## config.mk

```make
export PLATFORM = sky130hd
export DESIGN_NAME = uart_tx_framer
export DESIGN_NICKNAME = d
export VERILOG_FILES = /design/src/rtl/uart_tx_pkg.sv /design/src/rtl/uart_tx_queue.sv /design/src/rtl/uart_tx_frame_build.sv /design/src/rtl/uart_tx_shifter.sv /design/src/rtl/uart_tx_framer.sv
export SDC_FILE = /design/constraint.sdc
export NUM_CORES = 1
export LEC_CHECK = 0
export ABC_AREA = 0
export CAP_MARGIN = 25
export CORE_AREA = 2 2 123 125
export CTS_CLUSTER_DIAMETER = 60
export DETAILED_ROUTE_END_ITERATION = 10
export DIE_AREA = 0 0 125 127
export HOLD_SLACK_MARGIN = 0.03
export PLACE_DENSITY = 0.74
export RECOVER_POWER = 50
export SYNTH_ARGS = -nofsm -noshare
export SYNTH_HDL_FRONTEND = slang
export SYNTH_SLANG_ARGS = --single-unit
```

## constraint.sdc

```tcl
create_clock -name clk -period 3.66 [get_ports clk]
set_input_delay 0.732 -clock clk [delete_from_list [all_inputs] [get_ports clk]]
set_output_delay 0.732 -clock clk [all_outputs]
set_load 0.05 [all_outputs]
```

## src/rtl/uart_tx_pkg.sv

```systemverilog
`timescale 1ns/1ps
package uart_tx_pkg;
   localparam int CHAR_W  = 8;
   localparam int FRAME_W = 1 + CHAR_W + 1 + 2;
   localparam int LEN_W   = $clog2(FRAME_W + 1);

   typedef enum logic [1:0] {
      LEN5 = 2'b00,
      LEN6 = 2'b01,
      LEN7 = 2'b10,
      LEN8 = 2'b11
   } len_code_e;

   typedef struct packed {
      len_code_e len;
      logic      par_on;
      logic      par_even;
      logic      par_force;
      logic      stop2;
   } frame_cfg_t;
endpackage

```

## src/rtl/uart_tx_queue.sv

```systemverilog
`timescale 1ns/1ps
module uart_tx_queue #(
   parameter int DEPTH = 16,
   parameter int WIDTH = 8
) (
   input  logic             clk,
   input  logic             rst_n,
   input  logic             buf_mode,
   input  logic             push_req,
   input  logic [WIDTH-1:0] push_data,
   input  logic             pop,
   output logic [WIDTH-1:0] head,
   output logic             empty,
   output logic             full
);
   localparam int AW = $clog2(DEPTH);
   localparam int CW = $clog2(DEPTH + 1);
   localparam logic [CW-1:0] CAP_BUF  = CW'(DEPTH);
   localparam logic [CW-1:0] CAP_CHAR = CW'(1);

   generate
      if (DEPTH < 2 || (DEPTH & (DEPTH - 1)) != 0) begin : g_bad_depth
         $error("uart_tx_queue: DEPTH must be a power of two, at least 2");
      end
      if (WIDTH < 1) begin : g_bad_width
         $error("uart_tx_queue: WIDTH must be positive");
      end
   endgenerate

   logic [WIDTH-1:0] mem [DEPTH];
   logic [AW-1:0]    rd_ptr, wr_ptr;
   logic [CW-1:0]    cnt;
   logic [CW-1:0]    cap;
   logic             do_push, do_pop;

   assign cap     = buf_mode ? CAP_BUF : CAP_CHAR;
   assign full    = (cnt >= cap);
   assign empty   = (cnt == '0);
   assign do_push = push_req && !full;
   assign do_pop  = pop && !empty;
   assign head    = mem[rd_ptr];

   always_ff @(posedge clk or negedge rst_n) begin
      if (!rst_n) begin
         rd_ptr <= '0;
         wr_ptr <= '0;
         cnt    <= '0;
      end else begin
         if (do_push) wr_ptr <= wr_ptr + AW'(1);
         if (do_pop)  rd_ptr <= rd_ptr + AW'(1);
         case ({do_push, do_pop})
            2'b10:   cnt <= cnt + CW'(1);
            2'b01:   cnt <= cnt - CW'(1);
            default: cnt <= cnt;
         endcase
      end
   end

   always_ff @(posedge clk) begin
      if (do_push) mem[wr_ptr] <= push_data;
   end

   // never more entries than the largest capacity
   p_no_overflow_r10: assert property (@(posedge clk) disable iff (!rst_n)
      cnt <= CAP_BUF);

   // a write while full with no pop leaves the count unchanged
   p_full_drop_r10: assert property (@(posedge clk) disable iff (!rst_n)
      (full && push_req && !pop) |=> $stable(cnt));
endmodule

```

## src/rtl/uart_tx_frame_build.sv

```systemverilog
`timescale 1ns/1ps
module uart_tx_frame_build
   import uart_tx_pkg::*;
(
   input  logic [CHAR_W-1:0]  data,
   input  frame_cfg_t         cfg,
   output logic [FRAME_W-1:0] frame,
   output logic [LEN_W-1:0]   len
);
   logic [3:0]        nbits;
   logic [CHAR_W-1:0] keep;
   logic [CHAR_W-1:0] masked;
   logic              ones_odd;
   logic              par_bit;
   logic [3:0]        par_pos;

   assign nbits = 4'd5 + {2'b00, cfg.len};

   genvar gi;
   generate
      for (gi = 0; gi < CHAR_W; gi++) begin : g_keep
         assign keep[gi] = (4'(gi) < nbits);
      end
   endgenerate

   assign masked   = data & keep;
   assign ones_odd = ^masked;

   always_comb begin
      if (cfg.par_force) par_bit = ~cfg.par_even;
      else if (cfg.par_even) par_bit = ones_odd;
      else par_bit = ~ones_odd;
   end

   assign par_pos = 4'd1 + nbits;

   always_comb begin
      frame    = '1;
      frame[0] = 1'b0;
      for (int i = 0; i < CHAR_W; i++) begin
         if (keep[i]) frame[1 + i] = data[i];
      end
      if (cfg.par_on) frame[par_pos] = par_bit;
   end

   assign len = LEN_W'(2) + LEN_W'(nbits) + LEN_W'(cfg.par_on) + LEN_W'(cfg.stop2);
endmodule

```

## src/rtl/uart_tx_shifter.sv

```systemverilog
`timescale 1ns/1ps
module uart_tx_shifter
   import uart_tx_pkg::*;
(
   input  logic               clk,
   input  logic               rst_n,
   input  logic               bit_tick,
   input  logic               have_data,
   input  logic               glob_en,
   input  logic               tx_en,
   input  logic               flow_en,
   input  logic               cts,
   input  logic               brk_req,
   input  logic [FRAME_W-1:0] frame,
   input  logic [LEN_W-1:0]   len,
   output logic               pop,
   output logic               active,
   output logic               txd
);
   logic [FRAME_W-1:0] shreg;
   logic [LEN_W-1:0]   remain;
   logic               allowed;
   logic               start;

   assign allowed = glob_en && tx_en && (!flow_en || cts) && !brk_req;
   assign start   = bit_tick && !active && have_data && allowed;
   assign pop     = start;

   always_ff @(posedge clk or negedge rst_n) begin
      if (!rst_n) begin
         active <= 1'b0;
         txd    <= 1'b1;
         shreg  <= '1;
         remain <= '0;
      end else if (start) begin
         active <= 1'b1;
         txd    <= frame[0];
         shreg  <= {1'b1, frame[FRAME_W-1:1]};
         remain <= len;
      end else if (active && bit_tick) begin
         if (remain == LEN_W'(1)) begin
            active <= 1'b0;
            txd    <= ~brk_req;
         end else begin
            txd    <= shreg[0];
            shreg  <= {1'b1, shreg[FRAME_W-1:1]};
            remain <= remain - LEN_W'(1);
         end
      end else if (!active) begin
         txd <= ~brk_req;
      end
   end

   // the first bit of every frame is low
   p_start_bit_r2: assert property (@(posedge clk) disable iff (!rst_n)
      $rose(active) |-> !txd);

   // frames begin only on a tick
   p_start_on_tick_r11: assert property (@(posedge clk) disable iff (!rst_n)
      $rose(active) |-> $past(bit_tick));

   // frames begin only while both enables are set
   p_enable_gate_r7: assert property (@(posedge clk) disable iff (!rst_n)
      $rose(active) |-> $past(glob_en && tx_en));

   // with flow control, a frame begins only under clear-to-send
   p_cts_gate_r9: assert property (@(posedge clk) disable iff (!rst_n)
      ($rose(active) && $past(flow_en)) |-> $past(cts));

   // an idle cycle with break requested holds the line low next cycle
   p_break_low_r6: assert property (@(posedge clk) disable iff (!rst_n)
      (!active && brk_req) |=> !txd);
endmodule

```

## src/rtl/uart_tx_framer.sv

```systemverilog
`timescale 1ns/1ps
module uart_tx_framer
   import uart_tx_pkg::*;
#(
   parameter int DEPTH = 16
) (
   input  logic       clk,
   input  logic       rst_n,
   input  logic       bit_tick,
   input  logic       wr_valid,
   input  logic [7:0] wr_data,
   input  logic       buf_mode,
   input  logic [1:0] len_code,
   input  logic       par_on,
   input  logic       par_even,
   input  logic       par_force,
   input  logic       stop2,
   input  logic       brk_req,
   input  logic       glob_en,
   input  logic       tx_en,
   input  logic       flow_en,
   input  logic       cts,
   output logic       txd,
   output logic       busy,
   output logic       q_empty,
   output logic       q_full
);
   logic [CHAR_W-1:0]  head;
   logic               pop;
   logic               active;
   frame_cfg_t         cfg;
   logic [FRAME_W-1:0] frame;
   logic [LEN_W-1:0]   len;

   assign cfg.len       = len_code_e'(len_code);
   assign cfg.par_on    = par_on;
   assign cfg.par_even  = par_even;
   assign cfg.par_force = par_force;
   assign cfg.stop2     = stop2;

   uart_tx_queue #(.DEPTH(DEPTH), .WIDTH(CHAR_W)) i_queue (
      .clk       (clk),
      .rst_n     (rst_n),
      .buf_mode  (buf_mode),
      .push_req  (wr_valid),
      .push_data (wr_data),
      .pop       (pop),
      .head      (head),
      .empty     (q_empty),
      .full      (q_full)
   );

   uart_tx_frame_build i_build (
      .data  (head),
      .cfg   (cfg),
      .frame (frame),
      .len   (len)
   );

   uart_tx_shifter i_shift (
      .clk       (clk),
      .rst_n     (rst_n),
      .bit_tick  (bit_tick),
      .have_data (!q_empty),
      .glob_en   (glob_en),
      .tx_en     (tx_en),
      .flow_en   (flow_en),
      .cts       (cts),
      .brk_req   (brk_req),
      .frame     (frame),
      .len       (len),
      .pop       (pop),
      .active    (active),
      .txd       (txd)
   );

   assign busy = !q_empty || active;

   // an accepted write makes busy high in the next cycle
   p_busy_after_write_r8: assert property (@(posedge clk) disable iff (!rst_n)
      (wr_valid && !q_full) |=> busy);
endmodule

```

==> reports/qor.yml <==
drc: 0
cp-end-kind: "flip-flop"
start_kind: "flip-flop"
final-hold-violation-count: 0
synth_warnings: 0
max-slew-margin-rel_pct: 27.88
worst_hold_slack_ps: 519.6
synthCells: 452
worst_slack_ps: 135.4
wl_met1_mm: 5.810
grt_pass1_wl_mm: 22.59
setup-violations-final: 0
die_area_sq_mm: 0.01588
grt_pass1_vias: 4169
drt_pass1_iterations: 4
die_x_microns: 125
dp.final_hpwl_mm: 9.746
rsz0062_at_grt: "false"
synth_seq_cells: 158
wl_met3_microns: 931
drv_cap: 0
drive_gt1_share_pct: 20.87
viasPerCell: 5.617
final_common_cell: "edfxtp_1"
yosysTopAreaCell: "edfxtp_1"
dr.max_layer_used: "met4"
areaGrowthSynthToFinish_pct: 17.63
htreeDepth: 4
overflow: 0
synth.area.top_cells: "edfxtp_1, dfrtp_1, mux4_2"
crit_type: "flip-flop to flip-flop"
num_antenna_cells: 0
gp_congestion: 0.8044
postSynthNetCount: 501
register_area_sq_mm: 0.004612
grt_start_max_net_pins: 24
holdCritPathClass: "flip-flop to flip-flop"
num_vias: 3994
fmax_mhz: 283.7
routed_wl_mm: 14.14
drtIter0Drc: 357
synth_cell_type_count: 52
cts_tree: "yes"
cp.required_ps: 3990
pre_cts_slack_ps: -14.03
grt.total_usage_pct: 18.96
start_util_pct: 49.31
layout_min_cycle_time_ps: 3525
fin_crit_sh_pct: 96.30
ios: 28
syn-cell-area_sq_mm: 0.007112
synth-edff-count: 128
seq_area_frac_synth_pct: 64.81
wire_per_inst_microns: 19.89
multi_input_area_sq_mm: 0.002310
cts_max_path_buffers: 2
slew_viol_final: 0
cts.sink_count: 158
row_count: 44
ant_nets: 0
worst_clock_skew_ps: 12.89
power_density_mw_per_mm2: 696.0
core_area_sq_mm: 0.01442
ys_dominant_reg_cell: "edfxtp_1"
r2r-start: "i_queue.rd_ptr[0]"
async_reset_ff_share_pct: 18.99
clk_latency_ps: 430
wl_met2_mm: 7.086
worstPathMaxFanout: 14
leakage_nw: 3.063
n_fill_cell: 1076
root_buffer: "clkbuf_16"
power_mw: 5.823
numCtsBuffers: 17
dieHeight_microns: 127
nNetsFinal: 563
antenna_found_initial: 0
syn_avg_cell_area_sq_um: 15.73
cp-startpoint: "i_queue.rd_ptr[0]"
path_clk_slew_ps: 60
worstPathArrival_ps: 3850
synth_top_area_share_pct: 54.05
peakVddDrop_mv: 0.4296
port_buffers: 27
status: "completed"
worst-slew-pin-transition_ps: 1082
final_cell_mix: "edfxtp_1, buf_4, mux2i_1"
holdCritStartpoint: "i_shift.remain[1]"
-- flip-flops by register name, summed over array words and instances, names as in the netlist --
name	cells
i_shift.shreg	11
i_shift.txd	1
i_queue.wr_ptr	4
i_queue.mem	128
i_shift.active	1
i_shift.remain	4
i_queue.cnt	5
i_queue.rd_ptr	4
-- cells by family after synthesis --
logic type	count (synthesis)	synth area share, %
DFF	158	64.81
and+or+nand+nor	91	6.087
muxes	59	13.11
AOI/OAI and AO/OA	57	5.524
buffers and inverters	41	2.779
adders and majority gates	25	4.610
xor gates and xnor gates	21	3.079
-- metal layers --
layer,vias to the layer above,GRT usage [%]
met5,-,0
met2,110,31.71
met1,2007,23.34
li1,1857,-
met3,20,5.779
met4,0,7.516
-- area by class of cell --
cell class	count	share of cell area, %
tap	184	2.752
inverter	20	0.8974
multi-input combinational	253	27.61
timing repair buffer	64	6.656
clock buffer	17	5.085
clock inverter	15	1.870
sequential	158	55.13
-- worst paths after layout --
check | endpoint | slack (ps) | cells past startpoint
max | i_shift.shreg[4] | 140 | 8
min in group asynchronous | i_queue.cnt[1] | 710 | 1
max in group asynchronous | i_queue.rd_ptr[2] | 1520 | 2
min reg2reg | i_shift.remain[1] | 520 | 2
min | i_shift.remain[1] | 520 | 2
max reg2reg | i_shift.shreg[4] | 140 | 8
-- synthesized netlist by cell type (3+ instances only) --
cell type	number
edfxtp_1	128
mux2i_1	29
nand2_1	27
nor2_1	27
ha_1	23
inv_1	20
mux4_2	19
dfrtp_1	18
a21oi_1	14
xnor2_1	13
dfstp_2	12
o21ai_0	12
clkbuf_1	9
nor3_1	8
a221oi_1	6
mux4_1	6
mux2_2	5
xor2_1	5
a31oi_1	4
buf_1	4
nand3_1	4
nand4_1	4
nor2b_1	4
a22oi_1	3
and2_1	3
buf_6	3
nand2b_1	3
nand3b_1	3
-- critical path: stages (launching register included) --
cell,delay [ps]
dfrtp_2,670
mux4_1,620
mux4_2,570
xnor2_1,200
xnor3_1,410
xnor3_1,310
mux2i_1,290
nor2_1,110
a31oi_1,240
-- through the flow --
stage	area [sq um]	setup TNS, ps	util (%)	instances
final	8366	0	58.00	711
after global routing	8366	0	58.00	711
after CTS	8368	0	58.02	711
after detailed placement	7786	-14.03	53.98	679
after global placement	7786	0	53.98	679
after floorplan	7117	0	-	452
-- report_power, final --
group / switching (mW) / internal (mW)
combinational: 0.867 / 0.834
clock: 0.752 / 0.959
sequential: 0.198 / 2.21
-- repair_timing --
action                                 4_1_cts  5_1_grt
setup endpoints to repair                    0        2
buffers inserted                             0        0
hold buffers                                 0        0
resized for setup                            0        1
endpoints found under the hold margin        0        0
Note: power is estimated with default switching activity, not from simulation.
